==> src/rtl/pmic_reg_pkg.sv <==
package pmic_reg_pkg;
  localparam int IDX_W = 5;

  localparam logic [IDX_W-1:0] IDX_ID     = 5'h00;
  localparam logic [IDX_W-1:0] IDX_IRQ    = 5'h01;
  localparam logic [IDX_W-1:0] IDX_MASK   = 5'h02;
  localparam logic [IDX_W-1:0] IDX_CAL    = 5'h06;
  localparam logic [IDX_W-1:0] IDX_ADC    = 5'h08;
  localparam logic [IDX_W-1:0] IDX_SAMPLE = 5'h09;
  localparam logic [IDX_W-1:0] IDX_CTL1   = 5'h0D;
  localparam logic [IDX_W-1:0] IDX_CTL2   = 5'h0E;
  localparam logic [IDX_W-1:0] IDX_KEY    = 5'h16;
  localparam logic [IDX_W-1:0] IDX_WDOG   = 5'h17;

  localparam int IRQ_KEY_BIT = 0;
  localparam int IRQ_ADC_BIT = 8;

  typedef enum logic [3:0] {
    RD_ZERO, RD_ID, RD_IRQ, RD_MASK, RD_CAL, RD_ADC,
    RD_SAMPLE, RD_CTL1, RD_CTL2, RD_KEY
  } rdSel_e;

  typedef struct packed {
    logic wrIrqXor;
    logic wrMask;
    logic wrCal;
    logic wrAdc;
    logic wrSample;
    logic wrCtl1;
    logic wrCtl2;
    logic wrWdog;
  } wrStrobe_t;
endpackage

==> src/rtl/pmic_reg_ctrl.sv <==
module pmic_reg_ctrl
  import pmic_reg_pkg::*;
(
  input  logic             clk,
  input  logic             rstN,
  input  logic             regValid,
  input  logic             regWrite,
  input  logic [IDX_W-1:0] regIdx,
  output wrStrobe_t        wr,
  output rdSel_e           rdSel,
  output logic             badReg
);
  logic   isBad;
  logic   doWrite;
  logic   doRead;
  rdSel_e idxSel;

  assign doWrite = regValid && regWrite;
  assign doRead  = regValid && !regWrite;

  // Index classification: which register a read selects, and whether the index is undefined.
  always_comb begin
    idxSel = RD_ZERO;
    isBad  = 1'b0;
    case (regIdx)
      IDX_ID:     idxSel = RD_ID;
      IDX_IRQ:    idxSel = RD_IRQ;
      IDX_MASK:   idxSel = RD_MASK;
      IDX_CAL:    idxSel = RD_CAL;
      IDX_ADC:    idxSel = RD_ADC;
      IDX_SAMPLE: idxSel = RD_SAMPLE;
      IDX_CTL1:   idxSel = RD_CTL1;
      IDX_CTL2:   idxSel = RD_CTL2;
      IDX_KEY:    idxSel = RD_KEY;
      5'h07, 5'h12, 5'h13, 5'h14, 5'h15: isBad = 1'b1;
      default:    idxSel = RD_ZERO;
    endcase
  end

  assign rdSel = doRead ? idxSel : RD_ZERO;

  always_comb begin
    wr          = '0;
    wr.wrIrqXor = doWrite && (regIdx == IDX_IRQ);
    wr.wrMask   = doWrite && (regIdx == IDX_MASK);
    wr.wrCal    = doWrite && (regIdx == IDX_CAL);
    wr.wrAdc    = doWrite && (regIdx == IDX_ADC);
    wr.wrSample = doWrite && (regIdx == IDX_SAMPLE);
    wr.wrCtl1   = doWrite && (regIdx == IDX_CTL1);
    wr.wrCtl2   = doWrite && (regIdx == IDX_CTL2);
    wr.wrWdog   = doWrite && (regIdx == IDX_WDOG);
  end

  always_ff @(posedge clk) begin
    if (!rstN) badReg <= 1'b0;
    else       badReg <= regValid && isBad;
  end

  p_single_strobe_r10: assert property (@(posedge clk) disable iff (!rstN)
    $onehot0(wr));

  p_bad_no_write_r11: assert property (@(posedge clk) disable iff (!rstN)
    badReg |-> ($past(wr) == '0));
endmodule

==> src/rtl/pmic_reg_datapath.sv <==
module pmic_reg_datapath
  import pmic_reg_pkg::*;
#(
  parameter int          DATA_W      = 16,
  parameter int          CH_W        = 4,
  parameter int          RES_W       = 10,
  parameter int          CH_LSB      = 10,
  parameter int          ADC_STEP    = 67,
  parameter int          ADC_OFFS    = 5,
  parameter logic [15:0] ID_BASE     = 16'h0215,
  parameter int          VARIANT_BIT = 7,
  parameter int          SHUT_BIT    = 1,
  parameter int          KEY_BIT     = 5,
  parameter logic [15:0] SAMPLE_INIT = 16'h00FF,
  parameter logic [15:0] CAL_INIT    = 16'h0001
)(
  input  logic              clk,
  input  logic              rstN,
  input  wrStrobe_t         wr,
  input  rdSel_e            rdSel,
  input  logic [DATA_W-1:0] wdata,
  input  logic              keyIn,
  input  logic              variantIn,
  output logic [DATA_W-1:0] rdata,
  output logic              irqOut,
  output logic              shutdownReq
);
  localparam int CH_N = 1 << CH_W;

  logic [DATA_W-1:0] irqStatus, irqMask, calReg, ctl1Reg, ctl2Reg, sampleReg;
  logic [DATA_W-1:0] irqSet, irqNext;
  logic [CH_W-1:0]   adcChan;
  logic [RES_W-1:0]  adcTable [CH_N];
  logic              keyMeta, keySync, keyPrev, keyEdge;

  // Fixed per-channel conversion results.
  for (genvar c = 0; c < CH_N; c++) begin : g_adc
    assign adcTable[c] = RES_W'(c * ADC_STEP + ADC_OFFS);
  end

  always_ff @(posedge clk) begin
    if (!rstN) begin
      keyMeta <= 1'b0;
      keySync <= 1'b0;
      keyPrev <= 1'b0;
    end else begin
      keyMeta <= keyIn;
      keySync <= keyMeta;
      keyPrev <= keySync;
    end
  end
  assign keyEdge = keySync ^ keyPrev;

  always_comb begin
    irqSet              = '0;
    irqSet[IRQ_KEY_BIT] = keyEdge;
    irqSet[IRQ_ADC_BIT] = wr.wrAdc;
    irqNext = (wr.wrIrqXor ? (irqStatus ^ wdata) : irqStatus) | irqSet;
  end

  always_ff @(posedge clk) begin
    if (!rstN) begin
      irqStatus   <= '0;
      irqMask     <= '1;
      calReg      <= DATA_W'(CAL_INIT);
      ctl1Reg     <= '0;
      ctl2Reg     <= '0;
      sampleReg   <= DATA_W'(SAMPLE_INIT);
      adcChan     <= '0;
      shutdownReq <= 1'b0;
    end else begin
      irqStatus <= irqNext;
      if (wr.wrMask)   irqMask   <= wdata;
      if (wr.wrCal)    calReg    <= wdata;
      if (wr.wrCtl1)   ctl1Reg   <= wdata;
      if (wr.wrCtl2)   ctl2Reg   <= wdata;
      if (wr.wrSample) sampleReg <= sampleReg & ~wdata;
      if (wr.wrAdc)    adcChan   <= wdata[CH_LSB +: CH_W];
      shutdownReq <= wr.wrWdog && (wdata == '0) && ctl1Reg[SHUT_BIT];
    end
  end

  assign irqOut = |(irqStatus & ~irqMask);

  always_comb begin
    rdata = '0;
    case (rdSel)
      RD_ID:     rdata = DATA_W'(ID_BASE) | (DATA_W'(variantIn) << VARIANT_BIT);
      RD_IRQ:    rdata = irqStatus;
      RD_MASK:   rdata = irqMask;
      RD_CAL:    rdata = calReg;
      RD_ADC: begin
        rdata[CH_LSB +: CH_W] = adcChan;
        rdata[RES_W-1:0]      = adcTable[adcChan];
      end
      RD_SAMPLE: rdata = sampleReg;
      RD_CTL1:   rdata = ctl1Reg;
      RD_CTL2:   rdata = ctl2Reg;
      RD_KEY:    rdata[KEY_BIT] = ~keyPrev;
      default:   rdata = '0;
    endcase
  end

  p_masked_quiet_r2: assert property (@(posedge clk) disable iff (!rstN)
    (irqMask == '1) |-> !irqOut);

  p_xor_toggle_r3: assert property (@(posedge clk) disable iff (!rstN)
    (wr.wrIrqXor && !keyEdge && !wr.wrAdc) |=> (irqStatus == $past(irqStatus ^ wdata)));

  p_adc_raises_r4: assert property (@(posedge clk) disable iff (!rstN)
    wr.wrAdc |=> irqStatus[IRQ_ADC_BIT]);

  p_w1c_r5: assert property (@(posedge clk) disable iff (!rstN)
    wr.wrSample |=> ((sampleReg & $past(wdata)) == '0));

  p_shutdown_pulse_r7: assert property (@(posedge clk) disable iff (!rstN)
    shutdownReq |=> !shutdownReq);

  p_key_sets_irq_r8: assert property (@(posedge clk) disable iff (!rstN)
    keyEdge |=> irqStatus[IRQ_KEY_BIT]);
endmodule

==> src/rtl/pmic_reg_slave.sv <==
module pmic_reg_slave
  import pmic_reg_pkg::*;
#(
  parameter int          DATA_W      = 16,
  parameter logic [15:0] SAMPLE_INIT = 16'h00FF
)(
  input  logic              clk,
  input  logic              rstN,
  input  logic              regValid,
  input  logic              regWrite,
  input  logic [IDX_W-1:0]  regIdx,
  input  logic [DATA_W-1:0] regWdata,
  input  logic              keyIn,
  input  logic              variantIn,
  output logic [DATA_W-1:0] regRdata,
  output logic              irqOut,
  output logic              shutdownReq,
  output logic              badReg
);
  wrStrobe_t wr;
  rdSel_e    rdSel;

  pmic_reg_ctrl u_ctrl (
    .clk      (clk),
    .rstN     (rstN),
    .regValid (regValid),
    .regWrite (regWrite),
    .regIdx   (regIdx),
    .wr       (wr),
    .rdSel    (rdSel),
    .badReg   (badReg)
  );

  pmic_reg_datapath #(
    .DATA_W      (DATA_W),
    .SAMPLE_INIT (SAMPLE_INIT)
  ) u_dp (
    .clk         (clk),
    .rstN        (rstN),
    .wr          (wr),
    .rdSel       (rdSel),
    .wdata       (regWdata),
    .keyIn       (keyIn),
    .variantIn   (variantIn),
    .rdata       (regRdata),
    .irqOut      (irqOut),
    .shutdownReq (shutdownReq)
  );
endmodule

==> config.mk <==
export PLATFORM = sky130hd
export DESIGN_NAME = pmic_reg_slave
export DESIGN_NICKNAME = d
export VERILOG_FILES = /design/src/rtl/pmic_reg_pkg.sv /design/src/rtl/pmic_reg_ctrl.sv /design/src/rtl/pmic_reg_datapath.sv /design/src/rtl/pmic_reg_slave.sv
export SDC_FILE = /design/constraint.sdc
export NUM_CORES = 1
export LEC_CHECK = 0
export BUFFER_PORTS_ARGS = -buffer_cell sky130_fd_sc_hd__buf_2
export CORE_UTILIZATION = 40
export CTS_CLUSTER_DIAMETER = 40
export DETAILED_ROUTE_END_ITERATION = 8
export PLACE_DENSITY = 0.58
export SKIP_CTS_REPAIR_TIMING = 1
export SLEW_MARGIN = 20
export SYNTH_ARGS = -nofsm -noshare
export SYNTH_HDL_FRONTEND = slang
export SYNTH_SLANG_ARGS = --single-unit
==> constraint.sdc <==
create_clock -name clk -period 3.4 [get_ports clk]
set_input_delay 0.51 -clock clk [delete_from_list [all_inputs] [get_ports clk]]
set_output_delay 0.51 -clock clk [all_outputs]
set_load 0.02 [all_outputs]
# == Yosys cells after proc, flatten, opt, wreduce, memory -nomap -nowiden ==
# Memories as Yosys holds them, arrays and structs flattened.
# Index checks and enable logic that the tools add are counted.
# word_totals
register_bits,105
latch_bits,0
ram_bits,0
mem_bits_ro,160
inputBits,27
out_inout_bits,19
word_cells,74
mem_count,1
# classes
add_sub_neg,0
n_mul,0
n_div,0
n_lt_le_gt_ge,1
n_eq_ne,23
n_shift,0
n_mux,10
bitwise_logic,9
n_reduce_logical,18
# mem_list
name,words,word_bits,read_ports,rd_clocked_by_memory_dff,write_ports,line,text
(name not given),16,10,1,0,0,pmic_reg_datapath.sv:94,rdata[RES_W-1:0] = adcTable[adcChan];
# ops
cell,count
$pmux 8 s8,1
$pmux 5 s8,1
$pmux 4 s9,1
$and 16x16->16,2
$not 16->16,2
$eq 5x5->1 const B,6
$eq 5x4->1 const B,4
$mux 10,2
$eq 4x3->1 const B,4
$logic_not 16->1,1
$mux 16,1
$or 16x9->16,1
$reduce_or 16->1,1
$xor 16x16->16,1
$logic_and 1x1->1,13
$pmux 2 s6,1
$eq 5x3->1 const B,2
$eq 4x2->1 const B,2
$eq 4x4->1 const B,2
$pmux 1 s8,1
$eq 5x1->1 const B,1
$eq 5x2->1 const B,1
$ge 5x5->1 const B,1
$logic_not 5->1,1
other kinds (8),8

# == Depth between registers and ports, before layout ==
# Gate-level depths: netlist of the first run.
# logic_depth
depth_word,5
depth_mapped,9
ltp_nobuf,7

# == Modules after synthesis ==
# Synthesis of the first run repeated with hierarchy kept, for this count alone.
# hier_totals
cells_unflattened,575
area_unflattened_um2,5263.8
# modules_own_cells
module,instances,cells_per_inst,area_each_um2,seq_area_each_um2
pmic_reg_datapath,1,531,4944.7,2082.0
pmic_reg_ctrl,1,44,319.1,20.0

# == Worst setup path after synthesis of the first run ==
# Ideal clock, no wire load.
# synth_path
kind,input -> output
from,input regIdx[0]
to,output regRdata[7]
arrival_time_ns,2.000
t_required_ns,2.890
setup_slack_ns,0.890
cell_stages,8
n_path_buf,3
path_cell_list,buf_4 and2_4 o211a_1 buf_2 and3_1 clkbuf_1 a22o_1 a221o_1
# synth_between
elab_chain_cells,5
elab_cells_between_ends,20
classes_between,eq/ne (16); mux (3); reduce/logical (1)
# synth_rtl
item,line,text
"start, declared",pmic_reg_slave.sv:11,"input logic [IDX_W-1:0] regIdx,"
"$eq 5x5->1, or another cell as far along",pmic_reg_ctrl.sv:25,case (regIdx)
$pmux 4 s9 *,pmic_reg_ctrl.sv:25,
$mux 4 *,pmic_reg_ctrl.sv:40,assign rdSel = doRead ? idxSel : RD_ZERO;
"$eq 4x4->1, or another cell as far along",pmic_reg_datapath.sv:87,case (rdSel)
$pmux 8 s8 *,pmic_reg_datapath.sv:87,
"end, declared",pmic_reg_slave.sv:15,"output logic [DATA_W-1:0] regRdata,"
# Mark *: on every way between the ends. The rest lies on a longest branch, timed or not.

# == Worst setup path in the final report of the first run ==
# layout_path
from,input regIdx[2]
to,output regRdata[7]
# The elaborated chain is that of the path after synthesis.

==> results of run 1 <==
-- layer usage --
layer	share of wire [%]	up-vias	GRT usage (%)
li1	-	2234	-
met1	44	2262	32.3
met2	47	161	41.8
met3	7.4	13	6.18
met4	1.4	0	6.75
met5	0	-	0
-- flip-flops by register name, summed over array words and instances, names as in the netlist, 4 cells and up --
register,count
u_dp.irqStatus,16
u_dp.calReg,16
u_dp.irqMask,16
u_dp.sampleReg,16
u_dp.ctl1Reg,16
u_dp.adcChan,4
u_dp.ctl2Reg,16
-- per-stage QoR --
step	utilization [%]	setup slack, ps	hold WS [ps]
floorplan	-	890	412
global placement	44.0	396	416
detailed placement	44.0	333	420
CTS	46.4	313	357
global route	46.4	198	357
finish	46.4	305	362
-- logic make-up after synthesis --
kind of cell | after synthesis
AO/OA/AOI/OAI | 144
multiplexers | 33
adder cells (fa/ha/maj) | 4
XOR/XNOR | 19
flip-flops | 105
AND/OR/NAND/NOR | 256
buffers and inverters | 74
-- layout make-up --
cell class	count	area, µm²
fill	1264	6840
tap	172	215
clock inverter	3	65.1
inverter	23	86.3
timing repair buffer	61	358
multi-input combinational	456	2860
clock buffer	12	246
sequential	105	2100
-- cell usage in the layout, fill, tap and decap left out, types with 3 or more instances in the layout --
master	n
nand2_1	150
dfxtp_1	105
buf_2	45
nor2b_1	33
a21boi_0	29
mux2i_1	27
a21oi_1	24
inv_1	22
nand3_1	18
a22o_1	15
buf_4	15
xnor2_1	14
and2_1	12
a22oi_1	11
a221o_1	11
o211ai_1	11
o21ai_0	9
clkbuf_16	9
nor2_1	7
o22ai_1	7
mux2_2	6
nor4_1	5
a221oi_1	5
xor2_1	5
nand2b_1	4
ha_1	4
and3b_1	3
and3_1	3
a21boi_1	3
-- power by group through the flow --
stage	clock network, W	registers, W	logic [W]
3_5_place_dp	0	0.00127	0.000207
3_3_place_gp	0	0.00127	0.000204
4_1_cts	0.00113	0.00124	0.000208
6_report	0.00111	0.00124	0.000211
2_1_floorplan	0	0.00127	0.000129
5_1_grt	0.00118	0.00124	0.000224
-- worst paths after layout --
kind	slack, ps	end	from	cells after the start
min reg2reg	430	u_dp.sampleReg[15]	u_dp.sampleReg[15]	2
max reg2reg	2050	u_dp.shutdownReq	u_dp.ctl1Reg[1]	3
min	360	u_dp.keyMeta	keyIn	2
max	300	regRdata[7]	regIdx[2]	7
==> run metrics, run 1 <==
status=complete, no violations; die area=13,700 µm²; Setup crit start kind=input pin; maximum count of clock buffers along a single path=2; drt initial violations=363; H-tree levels=3; largest net degree at the start of global routing=58; Max transition margin=44.9%; critical path's top delay family=simple AND/OR/NAND/NOR gates; Final Cell Area=5930 µm²; timing-limited maximum frequency=0.323 GHz; Final Hold Violating Endpoints=0; combinational share of power=8.2%; clk_skew=0.814 ps; Post-route DRC=0; final weighted congestion in routability-driven placement=0.887; number of max-cap violations=0; net switching component of the power=0.000590 W; final total power=0.00256 W; total clock buffers created by CTS=9; initial antenna violation count=0; static leakage=2.29 nW; total length of routed wires=16,200 µm; crit path time final=3100 ps; mapped cell area=5310 µm²; library cell contributing the largest single delay on the critical path=and3b_1; total gr overflow=0; vias per cell=5.61; setup repair after global routing missed its margin=no; class of the most critical hold timing path=input pin to flop; remaining antenna violation count after routing=0; placed inst area=5620 µm²; share of the clock period used by the worst path=91.0%; ordered list of cells on the worst path=buf_2, and3b_1, nand2_1, a21oi_1, and3b_1, a221o_1, buf_2; most area-consuming cells after synthesis=dfxtp_1 (40%), nand2_1 (11%), mux2i_1 (5.1%); portion of total power attributed to sequential cells=48.5%; share of the synthesized area in compound gates (AO/OA/AOI/OAI)=20.1%; Total Neg Setup Slack=0 ps; count of yosys warnings during synthesis=0; number of I/O pins=46; Data required, critical path=2890 ps; worst slew pin tran=826 ps; top_reg_cell synth=dfxtp_1; type of destination of the critical path=output pin; area growth from synthesis to layout=11.7%; routed via count=4,670; number of instances in the synthesized netlist=635; final setup violation count=0; arrival time worst endpoint=2590 ps; switching portion of total power=23.0%; share of cells above drive strength 1=13.6%; die span in x=117 µm; peak per-stage delay on the critical path=520 ps; Core Rows=41; xor/xnor share of the synthesized area=3.13%; antenna diode count=0; fraction of the mapped netlist area in adder cells=0.943%; EDFF count, synth=0; clock network fraction of total power=43.3%; post-synth cell types=61; list of most frequent post-synthesis cells=nand2_1 (150), dfxtp_1 (105), nor2b_1 (33); wire length of the first global-routing pass=25,000 µm; fraction of the yosys area taken by sequential cells=39.6%; share of the synthesized area in the top cell type=39.6%; most used standard cell by instance count after synthesis=nand2_1; clock input transition at the sequential cells of the worst setup and hold paths=70 ps; maximum ir drop on the vdd rail=256 µV; post-detail-place hpwl=11,400 µm; type of the worst setup path=input pin to output pin; root buffer cell=clkbuf_16; TritonCTS clock tree=built; asr flop ratio synth=0%; vias in the first global route=4,412; starting density of the core=41.6%; WP buf/inv=2; number of detailed-route iterations in the first pass=5; area share of and/or/nand/nor cells after synthesis=23.3%; maximum net fanout on the critical path=21; internal power summed over all cells=0.00197 W; average instance area after synthesis=8.36 µm²; All-Layer GR Usage=25.1%; multiplexer area fraction after synthesis=6.36%; max-slew violation total from the final report=0; placeable core region=12,800 µm²; post-placement cell count=817; sink count of the clock tree=105; cell type with the largest total area after synthesis=dfxtp_1; I/O Buffers=45; PD cells=432 nW/µm²; combinational family with the most area after synthesis=simple AND/OR/NAND/NOR gates; post-synthesis net count=666; post-DR wirelength/cell=19.5 µm; height of the die=117 µm; Yosys reg bits=105; final cell count without fillers=832; count of nets after finishing=687; Worst-Skew Late Latency=350 ps
No activity file was read; power rests on OpenSTA's default activity.
==> run 2, diff against run 1 <==
--- a/config.mk
+++ b/config.mk
@@ -7,6 +7,7 @@
 export LEC_CHECK = 0
 export BUFFER_PORTS_ARGS = -buffer_cell sky130_fd_sc_hd__buf_2
 export CORE_UTILIZATION = 40
+export CTS_BUF_LIST = sky130_fd_sc_hd__clkbuf_2
 export CTS_CLUSTER_DIAMETER = 40
 export DETAILED_ROUTE_END_ITERATION = 8
 export PLACE_DENSITY = 0.58
==> run metrics, run 2 (synthesized netlist as in run 1, its figures left out) <==
vias in the first global route=4,395; I/O Buffers=45; wire length of the first global-routing pass=25,000 µm; height of the die=117 µm; type of the worst setup path=input pin to output pin; placeable core region=12,800 µm²; type of destination of the critical path=output pin; number of max-cap violations=0; met1 usage=32.3%; remaining antenna violation count after routing=0; static leakage=2.22 nW; sink count of the clock tree=105; combinational share of power=10.0%; most common library cell in the layout ignoring fill and taps=nand2_1; crit path time final=3080 ps; count of nets after finishing=688; arrival time worst endpoint=2570 ps; net switching component of the power=0.000554 W; Max transition margin=45.5%; starting density of the core=41.6%; clock input transition at the sequential cells of the worst setup and hold paths=260 ps; total length of routed wires=16,300 µm; final setup violation count=0; met3 capacity usage during global routing=6.54%; Setup crit start kind=input pin; clk_skew=2.04 ps; die area=13,700 µm²; PD cells=367 nW/µm²; maximum ir drop on the vdd rail=267 µV; peak per-stage delay on the critical path=510 ps; post-DR wirelength/cell=19.5 µm; maximum count of clock buffers along a single path=2; All-Layer GR Usage=25.2%; largest net degree at the start of global routing=58; drt initial violations=360; area growth from synthesis to layout=8.44%; ordered list of cells on the worst path=buf_2, and3b_1, nand2_1, a21oi_1, and3b_1, a221o_1, buf_2; internal power summed over all cells=0.00156 W; total clock buffers created by CTS=9; timing-limited maximum frequency=0.324 GHz; Core Rows=41; Post-route DRC=0; portion of total power attributed to sequential cells=59.1%; root buffer cell=clkbuf_2; clock network fraction of total power=30.9%; max-slew violation total from the final report=0; Final Cell Area=5760 µm²; H-tree levels=3; maximum net fanout on the critical path=21; share of the clock period used by the worst path=90.6%; class of the most critical hold timing path=input pin to flop; number of I/O pins=46; share of cells above drive strength 1=13.8%; number of detailed-route iterations in the first pass=5; switching portion of total power=26.2%; global-route track usage on met2=41.5%; post-detail-place hpwl=11,400 µm; status=complete, no violations; most used cells in the layout excluding fill and tap cells=nand2_1 (150), dfxtp_1 (105), buf_2 (45); final weighted congestion in routability-driven placement=0.887; TritonCTS clock tree=built; Data required, critical path=2890 ps; initial antenna violation count=0; die span in x=117 µm; Total Neg Setup Slack=0 ps; library cell contributing the largest single delay on the critical path=and3b_1; worst slew pin tran=818 ps; placed inst area=5620 µm²; fill cell count=1,292; busiest grt layer=met2; vias per cell=5.62; total gr overflow=0; setup repair after global routing missed its margin=no; Worst-Skew Late Latency=640 ps; Final Hold Violating Endpoints=0; routed via count=4,684
==> run 2: changes by cell type in the layout (fill, tap and decap cells not counted) <==
cell           before  now
clkbuf_1            2    0
clkbuf_16           9    0
clkbuf_2            0   11
clkbuf_8            1    0
clkinv_1            1    2
diode_2             0    1
dlygate4sd3_1       0    1
==> run 2: cell type report <==
cell class              count  area, µm²  area share [%]
flip-flops and latches    105       2100            36.5
inverters                  23       86.3            1.50
repair buffers             62        368            6.39
clock inverters             4       68.8            1.20
well taps                 172        215            3.74
multi-input cells         456       2860            49.7
diodes                      1       2.50          0.0435
clock buffers              11       55.1           0.956
==> run 2: critical path, delay by kind of cell <==
| family | cells | cell delay, ps |
|---|---|---|
| buffers and inverters | 2 | 510 |
| AOI/OAI and AO/OA | 2 | 540 |
| and+or+nand+nor | 3 | 1000 |
==> run 2: stage by stage <==
stage	hold slack [ps]	util [%]	setup slack, ps	power, W	cells
2_1_floorplan	412	-	890	0.00140	635
3_3_place_gp	416	44.0	396	0.00147	817
3_5_place_dp	420	44.0	333	0.00148	817
4_1_cts	16.1	45.0	333	0.00213	832
5_1_grt	87.4	45.1	198	0.00220	833
6_report	136	45.1	318	0.00211	834
==> run 2: final timing paths <==
path | from | cells after the start | endpoint | slack [ps]
setup reg to reg | u_dp.ctl1Reg[1] | 3 | u_dp.shutdownReq | 2020
hold reg to reg | u_dp.sampleReg[9] | 2 | u_dp.sampleReg[9] | 450
setup / recovery | regIdx[2] | 7 | regRdata[7] | 320
hold / removal | regWdata[11] | 2 | u_dp.sampleReg[11] | 140
==> run 2: power groups by stage <==
| stage | logic, W | clock network [W] | registers, W |
|---|---|---|---|
| 2_1_floorplan | 0.000129 | 0 | 0.00127 |
| 3_3_place_gp | 0.000204 | 0 | 0.00127 |
| 4_1_cts | 0.000208 | 0.000670 | 0.00125 |
| 5_1_grt | 0.000225 | 0.000723 | 0.00125 |
| 3_5_place_dp | 0.000207 | 0 | 0.00127 |
| 6_report | 0.000212 | 0.000653 | 0.00125 |
==> run 2: layer usage <==
layer | routed length, µm | vias up
met3 | 1120 | 20
met2 | 7520 | 163
li1 | - | 2235
met5 | 0 | -
met1 | 7320 | 2266
met4 | 316 | 0
